--- src/rtl/pf_pkg.sv ---
package pf_pkg;
    typedef enum logic {
        S_IDLE = 1'b0,
        S_WAIT = 1'b1
    } pf_state_e;
endpackage

--- src/rtl/pf_way.sv ---
module pf_way #(
    parameter int AW    = 16,
    parameter int DW    = 32,
    parameter int DEPTH = 4,
    localparam int SW   = (DEPTH > 1) ? $clog2(DEPTH) : 1
) (
    input  logic          clk,
    input  logic          rst_n,
    input  logic          flush,
    input  logic [AW-1:0] flush_addr,
    input  logic          pop,
    input  logic          alloc,
    input  logic          wr_en,
    input  logic [SW-1:0] wr_slot,
    input  logic [DW-1:0] wr_data,
    output logic          want,
    output logic [AW-1:0] alloc_addr,
    output logic [SW-1:0] alloc_slot,
    output logic          head_valid,
    output logic          head_avail,
    output logic [AW-1:0] head_tag,
    output logic [DW-1:0] head_data
);
    logic [AW-1:0]    tag_q [DEPTH];
    logic [DW-1:0]    dat_q [DEPTH];
    logic [DEPTH-1:0] avl_q;
    logic [SW-1:0]    hd_q, tl_q;
    logic [SW:0]      cnt_q;
    logic             act_q;
    logic [AW-1:0]    nxt_q;

    function automatic logic [SW-1:0] step(input logic [SW-1:0] p);
        return (p == SW'(DEPTH - 1)) ? '0 : p + 1'b1;
    endfunction

    assign want       = act_q && (cnt_q < (SW+1)'(DEPTH));
    assign alloc_addr = nxt_q;
    assign alloc_slot = tl_q;
    assign head_valid = (cnt_q != '0);
    assign head_avail = head_valid && avl_q[hd_q];
    assign head_tag   = tag_q[hd_q];
    assign head_data  = dat_q[hd_q];

    always_ff @(posedge clk) begin
        if (!rst_n) begin
            act_q <= 1'b0;
            nxt_q <= '0;
            hd_q  <= '0;
            tl_q  <= '0;
            cnt_q <= '0;
            avl_q <= '0;
            for (int i = 0; i < DEPTH; i++) tag_q[i] <= '0;
        end else if (flush) begin
            act_q <= 1'b1;
            nxt_q <= flush_addr;
            hd_q  <= '0;
            tl_q  <= '0;
            cnt_q <= '0;
            avl_q <= '0;
        end else begin
            if (alloc) begin
                tag_q[tl_q] <= nxt_q;
                avl_q[tl_q] <= 1'b0;
                tl_q        <= step(tl_q);
                nxt_q       <= nxt_q + 1'b1;
            end
            if (wr_en) avl_q[wr_slot] <= 1'b1;
            if (pop) hd_q <= step(hd_q);
            case ({alloc, pop})
                2'b10:   cnt_q <= cnt_q + 1'b1;
                2'b01:   cnt_q <= cnt_q - 1'b1;
                default: cnt_q <= cnt_q;
            endcase
        end
    end

    always_ff @(posedge clk) begin
        if (wr_en && !flush) dat_q[wr_slot] <= wr_data;
    end

    AST_DEPTH_BOUND: assert property (@(posedge clk) disable iff (!rst_n)
        cnt_q <= (SW+1)'(DEPTH));
    AST_POP_READY: assert property (@(posedge clk) disable iff (!rst_n)
        pop |-> head_avail);
    AST_NO_REFILL: assert property (@(posedge clk) disable iff (!rst_n)
        (wr_en && !flush) |-> !avl_q[wr_slot]);
endmodule

--- src/rtl/pf_lru.sv ---
module pf_lru #(
    parameter int NWAYS = 4,
    localparam int IW   = (NWAYS > 1) ? $clog2(NWAYS) : 1
) (
    input  logic          clk,
    input  logic          rst_n,
    input  logic          touch,
    input  logic [IW-1:0] touch_way,
    output logic [IW-1:0] victim
);
    logic [IW-1:0] age_q [NWAYS];

    always_ff @(posedge clk) begin
        if (!rst_n) begin
            for (int w = 0; w < NWAYS; w++) age_q[w] <= IW'(w);
        end else if (touch) begin
            for (int w = 0; w < NWAYS; w++) begin
                if (IW'(w) == touch_way)
                    age_q[w] <= '0;
                else if (age_q[w] < age_q[touch_way])
                    age_q[w] <= age_q[w] + 1'b1;
            end
        end
    end

    always_comb begin
        victim = '0;
        for (int w = 0; w < NWAYS; w++)
            if (age_q[w] == IW'(NWAYS - 1)) victim = IW'(w);
    end

    AST_LRU_FRESH: assert property (@(posedge clk) disable iff (!rst_n)
        touch |=> (victim != $past(touch_way)));
endmodule

--- src/rtl/pf_ordq.sv ---
module pf_ordq #(
    parameter int IW = 2,
    parameter int SW = 2,
    parameter int QD = 24,
    localparam int QW = (QD > 1) ? $clog2(QD) : 1
) (
    input  logic          clk,
    input  logic          rst_n,
    input  logic          push,
    input  logic [IW-1:0] push_way,
    input  logic [SW-1:0] push_slot,
    input  logic          pop,
    input  logic          kill,
    input  logic [IW-1:0] kill_way,
    output logic          full,
    output logic          empty,
    output logic [IW-1:0] hd_way,
    output logic [SW-1:0] hd_slot,
    output logic          hd_live
);
    logic [IW-1:0] way_q  [QD];
    logic [SW-1:0] slot_q [QD];
    logic [QD-1:0] live_q;
    logic [QW-1:0] rd_q, wr_q;
    logic [QW:0]   cnt_q;

    function automatic logic [QW-1:0] step(input logic [QW-1:0] p);
        return (p == QW'(QD - 1)) ? '0 : p + 1'b1;
    endfunction

    assign full    = (cnt_q == (QW+1)'(QD));
    assign empty   = (cnt_q == '0);
    assign hd_way  = way_q[rd_q];
    assign hd_slot = slot_q[rd_q];
    assign hd_live = live_q[rd_q];

    always_ff @(posedge clk) begin
        if (!rst_n) begin
            rd_q   <= '0;
            wr_q   <= '0;
            cnt_q  <= '0;
            live_q <= '0;
            for (int i = 0; i < QD; i++) begin
                way_q[i]  <= '0;
                slot_q[i] <= '0;
            end
        end else begin
            if (kill)
                for (int i = 0; i < QD; i++)
                    if (way_q[i] == kill_way) live_q[i] <= 1'b0;
            if (push) begin
                way_q[wr_q]  <= push_way;
                slot_q[wr_q] <= push_slot;
                live_q[wr_q] <= 1'b1;
                wr_q         <= step(wr_q);
            end
            if (pop) rd_q <= step(rd_q);
            case ({push, pop})
                2'b10:   cnt_q <= cnt_q + 1'b1;
                2'b01:   cnt_q <= cnt_q - 1'b1;
                default: cnt_q <= cnt_q;
            endcase
        end
    end

    AST_Q_NO_OVERFLOW: assert property (@(posedge clk) disable iff (!rst_n)
        push |-> !full);
    AST_Q_NO_UNDERFLOW: assert property (@(posedge clk) disable iff (!rst_n)
        pop |-> !empty);
endmodule

--- src/rtl/stream_pf_top.sv ---
module stream_pf_top
    import pf_pkg::*;
#(
    parameter int AW    = 16,
    parameter int DW    = 32,
    parameter int NWAYS = 4,
    parameter int DEPTH = 4,
    parameter int OUTQ  = 24
) (
    input  logic          clk,
    input  logic          rst_n,
    input  logic          miss_valid,
    input  logic [AW-1:0] miss_addr,
    output logic          miss_ready,
    output logic          resp_valid,
    output logic          resp_hit,
    output logic [DW-1:0] resp_data,
    output logic          mem_req_valid,
    input  logic          mem_req_ready,
    output logic [AW-1:0] mem_req_addr,
    input  logic          mem_rsp_valid,
    input  logic [DW-1:0] mem_rsp_data
);
    localparam int IW = (NWAYS > 1) ? $clog2(NWAYS) : 1;
    localparam int SW = (DEPTH > 1) ? $clog2(DEPTH) : 1;

    pf_state_e     state_q;
    logic [IW-1:0] wait_q;

    logic [NWAYS-1:0] w_want, w_hv, w_av, w_pop, w_alloc, w_wr, w_flush, hit_vec, cand;
    logic [AW-1:0]    w_tag   [NWAYS];
    logic [DW-1:0]    w_data  [NWAYS];
    logic [AW-1:0]    w_aaddr [NWAYS];
    logic [SW-1:0]    w_aslot [NWAYS];

    logic          accept, hit_any, flush_en, fire, pop_any;
    logic [IW-1:0] hit_way, victim, req_way, sel_way, touch_way;
    logic          q_full, q_empty, q_live;
    logic [IW-1:0] q_way;
    logic [SW-1:0] q_slot;

    assign miss_ready = (state_q == S_IDLE);
    assign accept     = miss_ready && miss_valid;

    always_comb begin
        hit_way = '0;
        req_way = '0;
        for (int w = NWAYS - 1; w >= 0; w--) begin
            hit_vec[w] = w_hv[w] && (w_tag[w] == miss_addr);
            if (hit_vec[w]) hit_way = IW'(w);
        end
        hit_any   = |hit_vec;
        flush_en  = accept && !hit_any;
        touch_way = hit_any ? hit_way : victim;
        sel_way   = (state_q == S_WAIT) ? wait_q : hit_way;
        for (int w = NWAYS - 1; w >= 0; w--) begin
            w_flush[w] = flush_en && (victim == IW'(w));
            cand[w]    = w_want[w] && !w_flush[w];
            if (cand[w]) req_way = IW'(w);
        end
        mem_req_valid = (|cand) && !q_full;
        fire          = mem_req_valid && mem_req_ready;
        mem_req_addr  = w_aaddr[req_way];
        for (int w = 0; w < NWAYS; w++) begin
            w_alloc[w] = fire && (req_way == IW'(w));
            w_wr[w]    = mem_rsp_valid && q_live && (q_way == IW'(w));
            w_pop[w]   = (sel_way == IW'(w)) && w_av[w] &&
                         ((accept && hit_any) || (state_q == S_WAIT));
        end
        pop_any = |w_pop;
    end

    for (genvar g = 0; g < NWAYS; g++) begin : g_way
        pf_way #(.AW(AW), .DW(DW), .DEPTH(DEPTH)) u_way (
            .clk       (clk),
            .rst_n     (rst_n),
            .flush     (w_flush[g]),
            .flush_addr(miss_addr + 1'b1),
            .pop       (w_pop[g]),
            .alloc     (w_alloc[g]),
            .wr_en     (w_wr[g]),
            .wr_slot   (q_slot),
            .wr_data   (mem_rsp_data),
            .want      (w_want[g]),
            .alloc_addr(w_aaddr[g]),
            .alloc_slot(w_aslot[g]),
            .head_valid(w_hv[g]),
            .head_avail(w_av[g]),
            .head_tag  (w_tag[g]),
            .head_data (w_data[g])
        );
    end

    pf_lru #(.NWAYS(NWAYS)) u_lru (
        .clk      (clk),
        .rst_n    (rst_n),
        .touch    (accept),
        .touch_way(touch_way),
        .victim   (victim)
    );

    pf_ordq #(.IW(IW), .SW(SW), .QD(OUTQ)) u_ordq (
        .clk      (clk),
        .rst_n    (rst_n),
        .push     (fire),
        .push_way (req_way),
        .push_slot(w_aslot[req_way]),
        .pop      (mem_rsp_valid),
        .kill     (flush_en),
        .kill_way (victim),
        .full     (q_full),
        .empty    (q_empty),
        .hd_way   (q_way),
        .hd_slot  (q_slot),
        .hd_live  (q_live)
    );

    // state register
    always_ff @(posedge clk) begin
        if (!rst_n) begin
            state_q <= S_IDLE;
            wait_q  <= '0;
        end else begin
            unique case (state_q)
                S_IDLE: if (accept && hit_any && !w_av[hit_way]) begin
                    state_q <= S_WAIT;
                    wait_q  <= hit_way;
                end
                S_WAIT: if (w_av[wait_q]) state_q <= S_IDLE;
                default: state_q <= S_IDLE;
            endcase
        end
    end

    // lookup answer
    always_ff @(posedge clk) begin
        if (!rst_n) begin
            resp_valid <= 1'b0;
            resp_hit   <= 1'b0;
            resp_data  <= '0;
        end else begin
            resp_valid <= pop_any || flush_en;
            resp_hit   <= pop_any;
            resp_data  <= pop_any ? w_data[sel_way] : '0;
        end
    end

    AST_RSP_HAS_OWNER: assert property (@(posedge clk) disable iff (!rst_n)
        mem_rsp_valid |-> !q_empty);
    AST_WAIT_NO_DUP: assert property (@(posedge clk) disable iff (!rst_n)
        (state_q == S_WAIT && mem_req_valid) |-> (mem_req_addr != w_tag[wait_q]));
    AST_WAIT_BLOCKS: assert property (@(posedge clk) disable iff (!rst_n)
        (state_q == S_WAIT && !w_av[wait_q]) |=> !resp_valid);
endmodule

--- config.mk ---
export PLATFORM = sky130hd
export DESIGN_NAME = stream_pf_top
export DESIGN_NICKNAME = d
export VERILOG_FILES = /design/src/rtl/pf_pkg.sv /design/src/rtl/pf_way.sv /design/src/rtl/pf_lru.sv /design/src/rtl/pf_ordq.sv /design/src/rtl/stream_pf_top.sv
export SDC_FILE = /design/constraint.sdc
export NUM_CORES = 2
export LEC_CHECK = 0
export BUFFER_PORTS_ARGS = -buffer_cell sky130_fd_sc_hd__buf_4
export CAP_MARGIN = 15
export CORE_ASPECT_RATIO = 0.7
export CORE_MARGIN = 2
export CORE_UTILIZATION = 30
export CTS_BUF_LIST = sky130_fd_sc_hd__clkbuf_8
export CTS_CLUSTER_SIZE = 40
export DETAILED_ROUTE_END_ITERATION = 10
export GPL_TIMING_DRIVEN = 0
export PLACE_DENSITY = 0.55
export SETUP_SLACK_MARGIN = 0.05
export SYNTH_ARGS = -nofsm -noshare
export SYNTH_HDL_FRONTEND = slang
export SYNTH_SLANG_ARGS = --single-unit
export TNS_END_PERCENT = 50
--- constraint.sdc ---
create_clock -name clk -period 5.58 [get_ports clk]
set_input_delay 1.116 -clock clk [delete_from_list [all_inputs] [get_ports clk]]
set_output_delay 1.116 -clock clk [all_outputs]
set_load 0.01 [all_outputs]
# --- Yosys cells after proc, flatten, opt, wreduce, memory -nomap -nowiden ---
# Memories as Yosys holds them, arrays and structs flattened. A register that Yosys moved wholly into a read port is not among the register bits.
# Index checks and enable logic that the tools add are counted.
# Widths: inputs -> output; s select.
totals:
  output_inout_bits: 52
  word_cells: 516
  n_memories: 11
  latch_bits: 0
  ram_bits: 872
  register_bits: 189
  in_bits: 53
  romBits: 0
mem_list:
  columns: ["name", "words", "width", "read_ports", "rd_clocked_by_memory_dff", "wr", "line_no", "rtl"]
  rows:
  - ["g_way[0].u_way.dat_q", 4, 32, 1, 1, 1, "pf_way.sv:25", "logic [DW-1:0] dat_q [DEPTH];"]
  - ["g_way[1].u_way.dat_q", 4, 32, 1, 1, 1, "pf_way.sv:25", null]
  - ["g_way[2].u_way.dat_q", 4, 32, 1, 1, 1, "pf_way.sv:25", null]
  - ["g_way[3].u_way.dat_q", 4, 32, 1, 1, 1, "pf_way.sv:25", null]
  - ["g_way[0].u_way.tag_q", 4, 16, 1, 1, 4, "pf_way.sv:24", "logic [AW-1:0] tag_q [DEPTH];"]
  - ["g_way[1].u_way.tag_q", 4, 16, 1, 1, 4, "pf_way.sv:24", null]
  - ["+5 memories", null, null, null, null, null, null, null]
op_classes:
  mux: 227
  div_mod_pow: 0
  shifts: 0
  multipliers: 0
  n_eq_ne: 67
  add_sub_neg: 29
  bitwise_logic: 25
  n_reduce_logical: 95
  magnitude_cmp: 29
ops:
  columns: ["cell", "count"]
  rows:
  - ["$mux 16", 14]
  - ["$mux 1", 110]
  - ["$mux 2", 52]
  - ["$add 16x1->16 const B", 5]
  - ["$mux 24", 3]
  - ["$bmux 32 s2", 1]
  - ["$eq 16x16->1", 4]
  - ["$mux 32", 2]
  - ["$mux 4", 16]
  - ["$reduce_or 16->1", 4]
  - ["$logic_and 1x1->1", 53]
  - ["$eq 2x2->1", 24]
  - ["$eq 2x2->1 const B", 24]
  - ["$mux 5", 8]
  - ["$lt 2x3->1 const B", 11]
  - ["$bmux 16 s2", 1]
  - ["$add 2x1->2 const B", 12]
  - ["$or 24x24->24", 1]
  - ["$pmux 3 s2", 4]
  - ["$eq 2x1->1 const B", 9]
  - ["$reduce_bool 2->1", 9]
  - ["$and 4x4->4", 4]
  - ["$not 4->4", 4]
  - ["$or 4x4->4", 4]
  - ["32 further kinds", 93]

# --- Longest topological paths before layout ---
# An unclocked memory read counts as a cell.
depth:
  ltp_word: 21
  depth_mapped: 24
  ltp_nobuf: 18

# --- Hierarchy ---
# From an unflattened synthesis, not the netlist that was laid out.
unflattened:
  cells_unflattened: 3452
  hier_area_um2: 50116.8
by_module_without_submodules:
  columns: ["mod", "area_per_inst_um2", "cells_each", "n_inst", "seq_area_each_um2"]
  rows:
  - ["pf_way at g_way[0].u_way ...", 9011.1, 514, 3, 6366.1]
  - ["pf_way at g_way[3].u_way", 9002.4, 514, 1, 6366.1]
  - ["pf_ordq", 8464.4, 695, 1, 4744.6]
  - ["stream_pf_top", 4855.9, 627, 1, 740.7]
  - ["pf_lru", 760.7, 74, 1, 240.2]

# --- Worst setup path before layout ---
# OpenSTA, ideal clock, no wires.
synth_path:
  path_kind: "input port to flip-flop"
  from: "input miss_addr[11]"
  to: "memory g_way[2].u_way.dat_q[0][0], enable pin"
  setup_time_ns: 0.421
  slack_ns: -0.083
  arrival_ns: 5.242
  required_ns: 5.159
  cell_stages: 12
  n_path_buf: 4
  path_cell_list: "clkbuf_1 o22ai_1 a2111oi_0 o2111ai_1 nor4_1 nor3_2 clkbuf_1 nand2_1 clkbuf_1 clkbuf_1 nand3_1 nor2_1"
synth_between:
  elab_chain_len: 10
  word_cells_on_any_way: 16
  classes_between: "4 x eq/ne; 2 x mux; 10 x reduce/logical"
synth_rtl:
  columns: ["item", "line_no", "rtl"]
  rows:
  - ["from (decl)", "stream_pf_top.sv:13", "input logic [AW-1:0] miss_addr,"]
  - ["$eq 16x16->1", "stream_pf_top.sv:49", "hit_vec[w] = w_hv[w] && (w_tag[w] == miss_addr);"]
  - ["$logic_and 1x1->1", "stream_pf_top.sv:49", null]
  - ["$reduce_or 4->1 *", "stream_pf_top.sv:52", "hit_any = |hit_vec;"]
  - ["$logic_not 1->1 *", "stream_pf_top.sv:53", "flush_en = accept && !hit_any;"]
  - ["$logic_and 1x1->1 *", "stream_pf_top.sv:53", null]
  - ["$logic_and 1x1->1 *", "stream_pf_top.sv:57", "w_flush[w] = flush_en && (victim == IW'(w));"]
  - ["$logic_not 1->1 *", "pf_way.sv:78", "if (wr_en && !flush) dat_q[wr_slot] <= wr_data;"]
  - ["$logic_and 1x1->1 *", "pf_way.sv:78", null]
  - ["$mux 1 *", "pf_way.sv:78", null]
  - ["$mux 1 (implied by the code) *", "pf_way.sv:78", null]
  - ["to (decl)", "pf_way.sv:25", null]
# Every way passes the cells marked *; elsewhere a longest branch is shown, timed or not.

# --- Worst setup path after layout ---
layout_path:
  from: "input miss_addr[3]"
  to: "output mem_req_addr[0]"
layout_between:
  elab_chain_len: 16
  word_cells_on_any_way: 31
  classes_between: "4 x eq/ne; 7 x mux; 1 x bitwise; 19 x reduce/logical"
layout_rtl:
  columns: ["item", "line_no", "rtl"]
  rows:
  - ["$eq 16x16->1", "stream_pf_top.sv:49", null]
  - ["$logic_and 1x1->1", "stream_pf_top.sv:49", null]
  - ["$reduce_or 4->1 *", "stream_pf_top.sv:52", null]
  - ["$logic_not 1->1 *", "stream_pf_top.sv:53", null]
  - ["$logic_and 1x1->1 *", "stream_pf_top.sv:53", null]
  - ["$logic_and 1x1->1", "stream_pf_top.sv:57", null]
  - ["$logic_not 1->1", "stream_pf_top.sv:58", "cand[w] = w_want[w] && !w_flush[w];"]
  - ["$logic_and 1x1->1", "stream_pf_top.sv:58", null]
  - ["$mux 2 (3 in a row)", "stream_pf_top.sv:59", "if (cand[w]) req_way = IW'(w);"]
  - ["$mux 2 *", "stream_pf_top.sv:59", null]
  - ["$not 2->3 (implied by the code) *", "stream_pf_top.sv:63", "mem_req_addr = w_aaddr[req_way];"]
  - ["$bmux 16 s2 *", "stream_pf_top.sv:63", null]
  - ["$mux 16 (implied by the code) * (2 in a row)", "stream_pf_top.sv:63", null]
  - ["to (decl)", "stream_pf_top.sv:20", "output logic [AW-1:0] mem_req_addr,"]
# Every way passes the cells marked *; elsewhere a longest branch is shown, timed or not. The select of a mux whose other input is x is not followed.

==> qor.yml <==
global_route:
  grt_pass1_vias: 31700
  grtUsageTotal: 0.180
  overflow: 0
  grt_max_degree: 22
  grt_pass1_wl_um: 225000
  antenna_found_initial: 8
floorplan:
  ios: 105
  die_width_um: 492
  dieArea_sq_um: 170000
  die_height_um: 345
  start_util: 0.301
  core_sq_um: 166000
  rows: 125
synth:
  synthCells: 3502
  yosysUniqueCellTypes: 95
  ys.flop_type: "edfxtp_1"
  async_flop_share: 0
  syn_avg_cell_area_sq_um: 14.3
  synth_edf_count: 904
  synth-seq-cells: 1106
  netlist_area_sq_um: 49900
  synth_seq_area_share: 0.625
  yosysWarnings: 0
  syn_nets: 3603
clock_network:
  cts_tree: "yes"
  clk_pin_slew_ns: 0.06
  numCtsBuffers: 178
  hold_buffers: 0
  cts-root-buf: "clkbuf_8"
  cts.sinks: 1106
  cts_buffer_depth: 3
  htree_levels: 4
  clkLatencyLatePin_ns: 0.96
final_layout:
  syn2layout_area_growth_pct: 18.8
  final_core_util: 0.358
  drive_above_1_share: 0.222
  stdcell_count: 6254
  nFillCells: 15900
  nets: 3974
timing:
  fin_hold_ws_ns: 0.472
  final.setup.tns_ns: -6.84
  max_freq_ghz: 0.166
  fin_crit_sh: 1.08
  slew_headroom: 0.0858
  finalCriticalPeriod_ns: 6.03
  final.setup.worst_slack_ns: -0.445
  drv_slew: 0
  worst_pin_slew_ns: 1.37
  rsz0062_at_grt: "yes"
  skew_ns: 0.0971
  setup_viol: 25
  hold_viol: 0
route:
  dr_total_vias: 32800
  wl_um: 156000
  via_per_inst: 5.24
  drt_iter0_drc: 3980
  drt-wirelength-per-cell_um: 24.9
  drc: 0
  postRouteAntennaNets: 0
  dr.pass1.iters: 6
placement:
  portBuffers: 93
  gp_congestion: 0.949
  preCtsSetupSlack_ns: -2.14
  hpwl_um: 109000
  numPlacedInstances: 5847
critical_path:
  endpoint_kind: "primary output"
  start_kind: "input pin"
  critPathArrivalTime_ns: 4.91
  required_ns: 4.46
  worstPathMaxFanout: 9
  criticalPathCategory: "in2out"
  reg2reg_slack_ns: 0.14
  timing.critical_path.from: "miss_addr[3]"
  ff2ff_path_depth: 17
  reg2reg_to: "g_way[2].u_way.dat_q[2][7]$_DFFE_PP_"
hold_path:
  hold_depth: 2
  worstHoldStart: "g_way[3].u_way.act_q$_SDFFE_PN0N_"
  holdPathEnd: "g_way[3].u_way.act_q$_SDFFE_PN0N_"
  hp-class: "reg2reg"
power_and_ir_drop:
  p_per_area_nw_per_um2: 341
  leakage_uw: 0.0206
  ir_drop_uv: 219
outcome:
  outcome: "finished, violations left"
  violations: "negative setup slack"
run:
  max_cap_violations: 0
[repair_timing]
action / CTS / global route
setup buffers: 48 / 19
gates resized for setup: 148 / 55
endpoints found under the setup margin: 1181 / 226
pin swaps: 40 / 28
gates cloned: 2 / 0
[area by class of cell]
type / instances / area [sq um] / area share
sequential: 1106 / 31200 / 0.526
multi-input combinational: 2108 / 18400 / 0.310
tap: 2222 / 2780 / 0.0469
clock buffer: 190 / 2620 / 0.0441
timing repair buffer: 194 / 2000 / 0.0337
buffer: 213 / 1110 / 0.0187
clock inverter: 143 / 938 / 0.0158
inverter: 72 / 270 / 0.00456
antenna: 6 / 15.0 / 0.000253
[sequential cells by signal, summed over array words and instances, names as in the netlist, 2 cells and up, named ones only]
name,flops
g_way.u_way.dat_q,512
g_way.u_way.tag_q,256
g_way.u_way.alloc_addr,64
u_ordq.slot_q,64
u_ordq.way_q,64
resp_data,32
u_ordq.live_q,24
g_way.u_way.avl_q,16
g_way.u_way.cnt_q,12
g_way.u_way.alloc_slot,8
g_way.u_way.hd_q,8
u_lru.age_q,8
u_ordq.cnt_q,6
u_ordq.rd_q,5
u_ordq.wr_q,5
g_way.u_way.act_q,4
wait_q,2
[layout by cell type, fill, tap and decap left out, types with 40 or more instances in the layout]
cell	n
a21oi_1	86
and2_1	215
and3_1	70
buf_4	134
clkbuf_1	137
clkbuf_8	190
dfxtp_1	198
edfxtp_1	904
ha_1	43
inv_1	133
mux2_2	47
mux2i_1	105
mux4_2	225
nand2_1	242
nand3_1	59
nand4_1	54
nor2_1	259
o211a_1	40
o21ai_0	59
xnor2_1	123
[kinds of logic (layout without fill, tap and decap cells)]
kind of cell	count (synthesis)	count (layout)	share of synthesized area
fa+ha+maj	48	48	0.0126
mux	387	387	0.135
xor+xnor	164	164	0.0291
other cells	0	6	0
simple gates	1090	1090	0.112
compound gates	419	419	0.0624
flops	1106	1106	0.625
buf+inv	288	812	0.0234
[power by group]
group	total, uW	switching (uW)	internal (uW)
Sequential	9750	466	9280
Combinational	3410	2160	1250
Clock	7090	3500	3580
Total	20200	6120	14100
[layer usage]
layer	global-route usage	routed length, um	vias up
met1	0.276	73000	16700
met5	0	16	-
li1	-	-	14200
met3	0.0490	15800	255
met4	0.0510	3240	4
met2	0.245	63900	1615
[worst max path at each step]
stage / end / slack (ns) / depth (start not counted)
6_report: mem_req_addr[0] / -0.45 / 14
5_1_grt: mem_req_addr[0] / -0.44 / 15
4_1_cts: mem_req_addr[2] / -0.42 / 13
3_5_place_dp: u_ordq.cnt_q[4]$_SDFFE_PN0P_ / -2.14 / 22
3_3_place_gp: g_way[2].u_way.dat_q[0][10]$_DFFE_PP_ / -4.73 / 12
2_1_floorplan: g_way[2].u_way.dat_q[0][0]$_DFFE_PP_ / -0.08 / 12
[worst max-delay path, cell delays in order]
cell and delay, ns:
clkbuf_1 0.97, xnor2_2 0.22, nand2_1 0.09, or4b_4 0.53, buf_4 0.16, nor4_4 0.22, buf_6 0.19, nor3_4 0.09
a31oi_4 0.31, nor2_4 0.11, buf_12 0.16, a22o_4 0.26, a221o_1 0.31, buf_6 0.14
[stage by stage]
stage	power (uW)	area, sq um
2_1_floorplan	11600	49900
3_3_place_gp	12800	53400
3_5_place_dp	12900	54100
4_1_cts	20200	58800
5_1_grt	21000	59300
6_report	20200	59300
[synthesized netlist by cell type, types with 31 or more instances]
| library cell | instances | area, sq um |
|---|---|---|
| edfxtp_1 | 904 | 27100 |
| nor2_1 | 280 | 1050 |
| nand2_1 | 244 | 916 |
| mux4_2 | 225 | 5070 |
| and2_1 | 216 | 1350 |
| dfxtp_1 | 202 | 4040 |
| clkbuf_1 | 153 | 574 |
| xnor2_1 | 131 | 1150 |
| mux2i_1 | 115 | 1150 |
| a21oi_1 | 89 | 445 |
| and3_1 | 70 | 438 |
| inv_1 | 68 | 255 |
| o21ai_0 | 65 | 325 |
| nand3_1 | 60 | 300 |
| nand4_1 | 54 | 338 |
| mux2_2 | 47 | 529 |
| ha_1 | 44 | 551 |
| o211a_1 | 40 | 400 |
| buf_2 | 37 | 185 |
| o311ai_0 | 35 | 307 |
| xor2_1 | 31 | 272 |
No activity file was read; power rests on OpenSTA's default activity.
